`src/rtl/lm_pkg.sv`:
```
package lm_pkg;
   typedef enum logic [1:0] {
      ORTH_FWD  = 2'd0,
      ORTH_INV  = 2'd1,
      ORTH_NONE = 2'd2
   } orth_sel_t;

   function automatic orth_sel_t pick_orth(input logic dec, input logic last);
      if (last) return ORTH_NONE;
      return dec ? ORTH_INV : ORTH_FWD;
   endfunction
endpackage

```
`src/rtl/lm_mix.sv`:
```
module lm_mix #(
   parameter int HALF_W = 32
) (
   input  logic [HALF_W-1:0] left_in,
   input  logic [HALF_W-1:0] right_in,
   input  logic [HALF_W-1:0] f_val,
   output logic [HALF_W-1:0] diff,
   output logic [HALF_W-1:0] left_mix,
   output logic [HALF_W-1:0] right_mix
);
   always_comb begin
      diff      = left_in ^ right_in;
      left_mix  = left_in ^ f_val;
      right_mix = right_in ^ f_val;
   end
endmodule

```
`src/rtl/lm_orth.sv`:
```
module lm_orth #(
   parameter int HALF_W  = 32,
   parameter bit INVERSE = 1'b0
) (
   input  logic [HALF_W-1:0] w_in,
   output logic [HALF_W-1:0] w_out
);
   localparam int QW = HALF_W / 2;

   logic [QW-1:0] hi, lo;
   assign hi = w_in[HALF_W-1:QW];
   assign lo = w_in[QW-1:0];

   generate
      if (INVERSE) begin : g_inv
         assign w_out = {hi ^ lo, hi};
      end else begin : g_fwd
         assign w_out = {lo, hi ^ lo};
      end
   endgenerate
endmodule

```
`src/rtl/lm_round.sv`:
```
module lm_round #(
   parameter int BLK_W = 64,
   parameter int KEY_W = 64
) (
   input  logic [BLK_W-1:0]   blk_in,
   input  logic [KEY_W-1:0]   rkey,
   input  logic               dir_dec,
   input  logic               last_rnd,
   output logic [BLK_W/2-1:0] mix_diff,
   output logic [KEY_W-1:0]   mix_key,
   input  logic [BLK_W/2-1:0] mix_res,
   output logic [BLK_W-1:0]   blk_out
);
   import lm_pkg::*;

   localparam int HALF_W = BLK_W / 2;

   generate
      if (BLK_W % 4 != 0 || BLK_W < 4) begin : g_bad_width
         $error("lm_round: BLK_W must be a positive multiple of 4");
      end
      if (KEY_W < 1) begin : g_bad_key
         $error("lm_round: KEY_W must be positive");
      end
   endgenerate

   logic [HALF_W-1:0] l_mix, r_mix;
   logic [HALF_W-1:0] orth_out [2];
   logic [HALF_W-1:0] l_final;
   orth_sel_t         sel;

   lm_mix #(.HALF_W(HALF_W)) u_mix (
      .left_in  (blk_in[BLK_W-1:HALF_W]),
      .right_in (blk_in[HALF_W-1:0]),
      .f_val    (mix_res),
      .diff     (mix_diff),
      .left_mix (l_mix),
      .right_mix(r_mix)
   );

   genvar gi;
   generate
      for (gi = 0; gi < 2; gi++) begin : g_orth
         lm_orth #(.HALF_W(HALF_W), .INVERSE(gi == 1)) u_orth (
            .w_in (l_mix),
            .w_out(orth_out[gi])
         );
      end
   endgenerate

   assign sel = pick_orth(dir_dec, last_rnd);

   always_comb begin
      unique case (sel)
         ORTH_FWD: l_final = orth_out[0];
         ORTH_INV: l_final = orth_out[1];
         default:  l_final = l_mix;
      endcase
   end

   assign mix_key = rkey;
   assign blk_out = {l_final, r_mix};
endmodule

```
`config.mk`:
```
export PLATFORM = sky130hd
export DESIGN_NAME = lm_round
export DESIGN_NICKNAME = d
export VERILOG_FILES = /design/src/rtl/lm_pkg.sv /design/src/rtl/lm_mix.sv /design/src/rtl/lm_orth.sv /design/src/rtl/lm_round.sv
export SDC_FILE = /design/constraint.sdc
export NUM_CORES = 1
export LEC_CHECK = 0
export ABC_CLOCK_PERIOD_IN_PS = 1190
export BUFFER_PORTS_ARGS = -buffer_cell sky130_fd_sc_hd__buf_4
export CORE_AREA = 2 2 124 126
export DETAILED_ROUTE_END_ITERATION = 8
export DIE_AREA = 0 0 126 128
export PLACE_DENSITY = 0.45
export SLEW_MARGIN = 20
export SYNTH_ARGS = -nofsm -noshare
export SYNTH_HDL_FRONTEND = slang
export SYNTH_SLANG_ARGS = --single-unit
```
`constraint.sdc`:
```
create_clock -name vclk -period 1.19
set_clock_uncertainty 0.1 [all_clocks]
set_input_delay 0.1785 -clock vclk [all_inputs]
set_output_delay 0.1785 -clock vclk [all_outputs]
set_load 0.03 [all_outputs]
```
==> out/qor.yml, run 1 <==
synth_top_area_cell: "xor2_1"
worst_pin_slew_ns: 0.2928
slew_viol_final: 0
hp-class: "primary input to output pin"
crit_type: "primary input to output pin"
setup_viol: 32
vias: 2748
crit_arrival_ns: 1.17
fp-row-count: 45
drt-total-wl_mm: 9.717
dpl-instance-area_um2: 4513
area_growth_syn_to_layout_pct: 157.6
die_h_um: 128
dieArea_um2: 16130
gp_congestion: 0.8106
crit_path_end_kind: "output pin"
cpPeakStageDelay_ns: 0.22
crit_slowest_cell: "a221oi_4"
synth_common_cells: "buf_4 (64), xor2_1 (64), xnor2_1 (32)"
regArea_um2: 0
initial_utilization: 0.1369
grt_pass1_wl_mm: 14.61
power.leakage_nw: 2.414
crit_family: "buffers and inverters"
wl_per_cell_um: 14.21
fin_crit_sh: 1.214
synth_area_leaders: "xor2_1 (28%), buf_4 (24%), xnor2_1 (14%), o311a_1 (7.9%), a221oi_1 (6.9%)"
rsz0062_at_grt: "yes"
antenna_found_initial: 0
route.detailed.drc: 0
power.density_nw_per_um2: 690.9
port_buffers: 194
hold_viol: 0
status: "complete, but fails checks"
crit_chain: "buf_12 -> buf_12 -> nor2_4 -> buf_12 -> buf_12 -> buf_6 -> a221oi_4 -> buf_6"
crit_required_ns: 0.91
vias_per_cell: 4.018
synthCells: 270
violations: "negative setup slack"
nFlopsAndLatches: 0
final_design_area_no_fill_um2: 5241
fp.coreArea_um2: 14860
yosysWarnings: 0
clkbuf_count: 0
syn-num-nets: 432
n_antenna_cell: 0
yosysSeqAreaShare: 0
dp_hpwl_mm: 7.156
post-synth-top-area-fraction: 0.2755
die_w_um: 126
grt_max_degree: 10
peakVddDrop_uv: 386.3
timing.fmax_ghz: 0.6921
worst-path-buf-inv: 6
grt_usage: 0.1119
final_net_count: 660
syn_avg_cell_area_um2: 7.535
drv_cap: 0
crit_top_cell: "buf_12"
fin_crit_ns: 1.445
drt_iter0_markers: 49
synth_cell_types: 14
grt_pass1_vias: 2837
grt_remaining_overflow: 0
ant_nets: 0
drive_above_1_share: 0.7520
start_kind: "primary input"
drtPass1Iterations: 4
p_total_w: 0.003621
setup_slack_ns: -0.2548
relSlewSlack: 0.8038
io-pin-count: 322
syn_area_um2: 2034
crit_fanout: 6
==> final timing paths <==
kind / startpoint / endpoint / depth (start not counted)
worst max-delay path: last_rnd / blk_out[35] / 8
worst min-delay path: rkey[0] / mix_key[0] / 0
==> final cells by class <==
class	instances	area (um^2)
repair buffers	301	2666
multi-input cells	195	2340
well taps	188	235.2
fillers	1522	9623
==> per-stage QoR <==
stage	utilization	hold WS, ns	instances	setup WS [ns]	TNS [ns]
after global routing	0.3526	0.2570	684	-0.3146	-8.712
final	0.3526	0.2570	684	-0.2548	-7.450
after detailed placement	0.3036	0.2572	664	-0.7098	-19.09
after floorplan	-	0.3887	270	-0.1860	-3.776
after global placement	0.3036	0.2572	664	-0.6848	-18.48
after CTS	0.3452	0.2572	683	-0.2586	-7.594
==> kinds of logic after synthesis <==
kind of cell,Yosys count,synth area share
buf+inv,75,0.2700
xor+xnor,96,0.4133
simple gates,35,0.07073
compound gates,64,0.2460
==> metal layers <==
metal / GRT usage / part of all wire / up-vias
met5: 0 / 0 / -
met1: 0.1335 / 0.38 / 1249
li1: - / - / 1331
met3: 0.02045 / 0.086 / 22
met4: 0.01810 / 0.016 / 0
met2: 0.2113 / 0.51 / 146
==> power breakdown <==
group          switching, W  internal [W]  total, W
Combinational       0.00184       0.00178   0.00362
Sequential                0             0         0
Clock                     0             0         0
Total               0.00184       0.00178   0.00362
==> cell usage in the layout, fill, tap and decap left out, drive strengths merged <==
master  synthesis  routed
a221oi         16      16
o311a          16      16
o21ai          16      16
nor2b           1       1
xor2           64      64
o21a           16      16
nand2b          1       1
xnor2          32      32
buf            71     301
nor2           17      17
nand2          16      16
==> repair_timing <==
item | in CTS | in global routing
hold buffers | 0 | 0
pin swaps | 28 | 4
gates cloned | 6 | 0
buffers inserted | 15 | 1
setup endpoints to repair | 32 | 32
resized for setup | 70 | 22
hold endpoints to repair | 0 | 0
No activity file was read; power rests on OpenSTA's default activity.
==> run 2: changes to the inputs <==
- CORE_AREA: 2 2 124 126 -> 2 2 126 128
- DIE_AREA: 0 0 126 128 -> 0 0 128 130
- PLACE_DENSITY: 0.45 -> 0.48
- SETUP_SLACK_MARGIN: default -> 0.3
- SYNTH_HIERARCHICAL: default -> 1
==> run 2 against run 1 <==
Effect of this change: the run still ends with negative setup slack left; fmax up 3.1%; synthesized cell count up 23%; combinational power up 8.6%; worst hold slack unchanged.
==> out/qor.yml, run 2 <==
status: "complete, but fails checks"
violations: "negative setup slack"
drive_above_1_share: 0.8088  # +0.05675
gp_congestion: 0.7376  # -9.0%
port_buffers: 194  # unchanged
die_w_um: 128  # +1.6%
rsz0062_at_grt: "yes"
worst_pin_slew_ns: 0.2191  # -0.07371 ns
synth_cell_types: 10  # -4
grt_usage: 0.1245  # +0.01269
n_antenna_cell: 0  # unchanged
dpl-instance-area_um2: 5142  # +14%
crit_start: "blk_in[46]"
fp.coreArea_um2: 15420  # +3.8%
drv_cap: 0  # unchanged
slew_viol_final: 0  # unchanged
setup_viol: 32  # unchanged
crit_arrival_ns: 1.12  # -0.05 ns
io-pin-count: 322  # unchanged
synthCells: 331  # +23%
peakVddDrop_uv: 378.5  # -2.0%
dp_hpwl_mm: 9.665  # +35%
multi_input_area_um2: 2934  # +25%
dieArea_um2: 16640  # +3.2%
final_common_cell: "buf_6"
relSlewSlack: 0.8497  # +0.04592
drtPass1Iterations: 4  # unchanged
synth_common_cells: "xor2_1 (128), buf_4 (96), mux2i_1 (32), nand2_1 (32), o21ai_1 (28)"
crit_fanout: 4  # -2
fin_crit_sh: 1.177  # -0.03703
final_cell_mix: "buf_6 (158), xor2_2 (63), buf_4 (62)"
power.leakage_nw: 2.783  # +15%
drt-total-wl_mm: 11.05  # +14%
setup_slack_ns: -0.2108  # +0.04406 ns
clkbuf_count: 0  # unchanged
die_h_um: 130  # +1.6%
synth_area_leaders: "xor2_1 (44%), buf_4 (28%), mux2i_1 (13%), o21ai_1 (5.5%), nand2_1 (4.7%)"
drt_iter0_markers: 31  # -37%
yosysWarnings: 6  # +6
initial_utilization: 0.1657  # +0.02885
crit_path_end_kind: "output pin"
antenna_found_initial: 0  # unchanged
p_total_w: 0.003925  # +8.4%
area_growth_syn_to_layout_pct: 148.0
synth.most_common_cell: "xor2_1"
hp-class: "primary input to output pin"
power.density_nw_per_um2: 619.1  # -10%
ctsHoldBuffers: 0  # unchanged
grt_max_degree: 21  # +11
setup_tns_ns: -3.903  # +3.546 ns
syn-num-nets: 493  # +14%
crit_end: "blk_out[62]"
nFlopsAndLatches: 0  # unchanged
grt_pass1_vias: 2937  # +3.5%
fin_crit_ns: 1.401  # -0.04406 ns
hold_viol: 0  # unchanged
n_fill_cell: 1463  # -3.9%
vias: 2638  # -4.0%
final_net_count: 666  # +0.91%
crit_type: "primary input to output pin"
syn_avg_cell_area_um2: 7.723  # +2.5%
crit_slowest_cell: "xor2_4"
synth_top_area_cell: "xor2_1"
cpPeakStageDelay_ns: 0.21  # about the same
post-synth-top-area-fraction: 0.4386  # +0.1630
ant_nets: 0  # unchanged
grt_pass1_wl_mm: 16.40  # +12%
timing.fmax_ghz: 0.7139  # +3.1%
vias_per_cell: 3.801  # -5.4%
regArea_um2: 0  # unchanged
grt_remaining_overflow: 0  # unchanged
start_kind: "primary input"
final_design_area_no_fill_um2: 6340  # +21%
route.detailed.drc: 0  # unchanged
crit_required_ns: 0.91  # about the same
wl_per_cell_um: 15.91  # +12%
syn_area_um2: 2556  # +26%
crit_chain: "buf_8 -> xor2_4 -> xor2_1 -> mux2i_1 -> o21ai_2 -> buf_6"
fp-row-count: 46  # +2.2%
yosysSeqAreaShare: 0  # unchanged
==> run 2: cell types whose count changed after synthesis, moves of 17 or more <==
cell and delta:
xor2_1 +64, buf_4 +32, mux2i_1 +32, xnor2_1 -32, o21ai_1 +28, nor2_1 -17
==> run 2: area by class of cell <==
type,count,area share
timing repair buffer,278,0.4993
tap,192,0.03789
multi-input combinational,224,0.4628
==> run 2: cell families (layout without fill, tap and decap cells) <==
family                    after synthesis  after routing  share of synthesized area
and+or+nand+nor                        32             32                    0.04699
xor gates and xnor gates              128            128                     0.4386
AOI/OAI and AO/OA                      32             32                    0.06559
muxes                                  32             32                     0.1253
buffers and inverters                 107            278                     0.3235
==> run 2: power by group <==
group | total [W] | internal (W) | switching, W
combinational | 0.00393 | 0.00196 | 0.00197
clock | 0 | 0 | 0
sequential | 0 | 0 | 0
total | 0.00393 | 0.00196 | 0.00197
==> run 2: worst max-delay path, delay by kind of cell <==
family,cells,cell delay [ns]
AO/OA/AOI/OAI,1,0.18
buffers and inverters,2,0.26
multiplexers,1,0.12
XOR/XNOR,2,0.38
==> run 2: worst min path at each step <==
stage                    from  cells past startpoint           to
finish                rkey[0]                      0   mix_key[0]
floorplan           blk_in[0]                      1   blk_out[0]
CTS                  rkey[32]                      0  mix_key[32]
global route          rkey[0]                      0   mix_key[0]
global placement     rkey[32]                      0  mix_key[32]
detailed placement   rkey[32]                      0  mix_key[32]
==> run 2: layer usage <==
| layer | wire length (um) | vias to the layer above | global-route usage |
|---|---|---|---|
| met3 | 1571 | 20 | 0.05822 |
| met4 | 278 | 0 | 0.02715 |
| met2 | 6658 | 171 | 0.2623 |
| met5 | 0 | - | 0 |
| met1 | 2536 | 1219 | 0.1036 |
| li1 | - | 1228 | - |
==> run 2: metrics by stage <==
stage	hold WS [ns]	setup slack (ns)	std cells	util
floorplan	0.3729	-0.01901	331	-
global placement	0.2572	-0.2381	673	0.3334
detailed placement	0.2572	-0.2567	673	0.3334
CTS	0.2572	-0.2066	689	0.4005
global route	0.2571	-0.3059	694	0.4110
finish	0.2570	-0.2108	694	0.4110
==> run 2: timing repair <==
action,in CTS,in global routing
hold endpoints to repair,0,0
pin swaps,101,35
setup buffers,16,5
endpoints found under the setup margin,96,89
gates resized for setup,241,32
==> run 3: changes to the inputs <==
- CELL_PAD_IN_SITES_DETAIL_PLACEMENT: default -> 1
- CELL_PAD_IN_SITES_GLOBAL_PLACEMENT: default -> 1
- CORE_AREA: 2 2 126 128 -> 2 2 127 129
- DIE_AREA: 0 0 128 130 -> 0 0 129 131
- PLACE_DENSITY: 0.48 -> 0.71
==> run 3 against run 2 <==
Effect of this change: the flow still finishes with violations (negative setup slack); largest cell class unchanged; combinational power grew 2%; worst hold slack hardly changed; clock-buffer cell count unchanged; setup slack worse by 0.018 ns; highest routed layer unchanged.
==> out/qor.yml, run 3 (same netlist as run 2, synthesis figures left out) <==
grt_pass1_vias: 3294  # +12%
fin_crit_sh: 1.192  # +0.01488
port_buffers: 194  # unchanged
dieArea_um2: 16900  # +1.6%
ctsHoldBuffers: 0  # unchanged
setup_viol: 32  # unchanged
crit_arrival_ns: 1.14  # +0.02 ns
hold_viol: 0  # unchanged
drv_cap: 0  # unchanged
grt_usage: 0.1424  # +0.01783
p_total_w: 0.004021  # +2.4%
drt-total-wl_mm: 13.24  # +20%
initial_utilization: 0.1639  # -0.001835
crit_required_ns: 0.91  # about the same
crit_fanout: 3  # -1
worst_pin_slew_ns: 0.2260  # +0.006899 ns
regArea_um2: 0  # unchanged
dp_hpwl_mm: 10.37  # +7.3%
wl_met3_mm: 1.607  # +2.3%
power.leakage_nw: 2.839  # +2.0%
final_common_cell: "buf_6"
final_cell_mix: "buf_6 (155), buf_4 (69), xor2_2 (62)"
fin_crit_ns: 1.418  # +0.01771 ns
start_kind: "primary input"
status: "complete, but fails checks"
relSlewSlack: 0.8450  # -0.004731
slew_viol_final: 0  # unchanged
fp-row-count: 46  # unchanged
antenna_found_initial: 0  # unchanged
clkbuf_count: 0  # unchanged
area_growth_syn_to_layout_pct: 153.3
power.density_nw_per_um2: 621.0  # +0.30%
hp-class: "primary input to output pin"
ant_nets: 0  # unchanged
setup_slack_ns: -0.2285  # -0.01771 ns
gp_congestion: 0.7210  # -2.3%
peakVddDrop_uv: 237.7  # -37%
crit_path_end_kind: "output pin"
grt_remaining_overflow: 0  # unchanged
n_antenna_cell: 0  # unchanged
die_w_um: 129  # +0.78%
grt_pass1_wl_mm: 18.53  # +13%
violations: "negative setup slack"
drt_iter0_markers: 13  # -58%
io-pin-count: 322  # unchanged
rsz0062_at_grt: "yes"
vias: 2800  # +6.1%
timing.fmax_ghz: 0.7050  # -1.2%
grt_max_degree: 29  # +38%
wl_per_cell_um: 18.18  # +14%
top_layer: "met4"
drtPass1Iterations: 2  # -2
wl_met1_mm: 3.015  # +19%
nFlopsAndLatches: 0  # unchanged
final_net_count: 676  # +1.5%
vias_per_cell: 3.846  # +1.2%
drive_above_1_share: 0.8125  # +0.003735
fp.coreArea_um2: 15600  # +1.1%
crit_type: "primary input to output pin"
die_h_um: 131  # +0.77%
setup_tns_ns: -4.511  # -0.6075 ns
met2_wirelength_mm: 8.549  # +28%
route.detailed.drc: 0  # unchanged
-- run 3: cell types whose count changed in the layout (fill, tap and decap cells not counted), sizes merged --
cell,previous run,this run
buf,278,288
-- run 3: where the power goes --
group	internal, W	switching (W)
logic	0.00198	0.00204
clock network	0	0
registers	0	0
total	0.00198	0.00204
-- run 3: per-layer routing --
layer | up-vias | global-route usage
li1 | 1249 | -
met4 | 0 | 0.006394
met1 | 1360 | 0.1108
met2 | 187 | 0.3293
met3 | 4 | 0.05456
met5 | - | 0.008824
-- run 3: layout make-up --
type | count | area, um^2
multi-input cells | 224 | 2945
repair buffers | 288 | 3259
well taps | 216 | 270.3
fillers | 1626 | 9123
-- run 3: what timing repair did --
item,4_1_cts,5_1_grt
resized for setup,262,18
setup endpoints to repair,96,91
buffers inserted,24,9
gates cloned,0,0
pin swaps,109,36
-- run 3: stage by stage --
step,utilization,cell area [um^2],cells,setup WS [ns],hold slack [ns]
3_3_place_gp,0.3307,5157,695,-0.2416,0.2572
4_1_cts,0.4054,6324,719,-0.2269,0.2572
6_report,0.4151,6475,728,-0.2285,0.2572
2_1_floorplan,-,3750,331,-0.01901,0.3729
3_5_place_dp,0.3307,5157,695,-0.2798,0.2572
5_1_grt,0.4151,6475,728,-0.2880,0.2572
-- run 3: critical path, cell delays in order --
cell     delay, ns
buf_8         0.11
xor2_4        0.23
xor2_1        0.22
mux2i_1       0.12
o21ai_2       0.14
buf_6         0.15
-- run 3: worst paths after layout --
path / startpoint / endpoint / cells past startpoint
max: blk_in[35] / blk_out[51] / 6
min: rkey[26] / mix_key[26] / 0
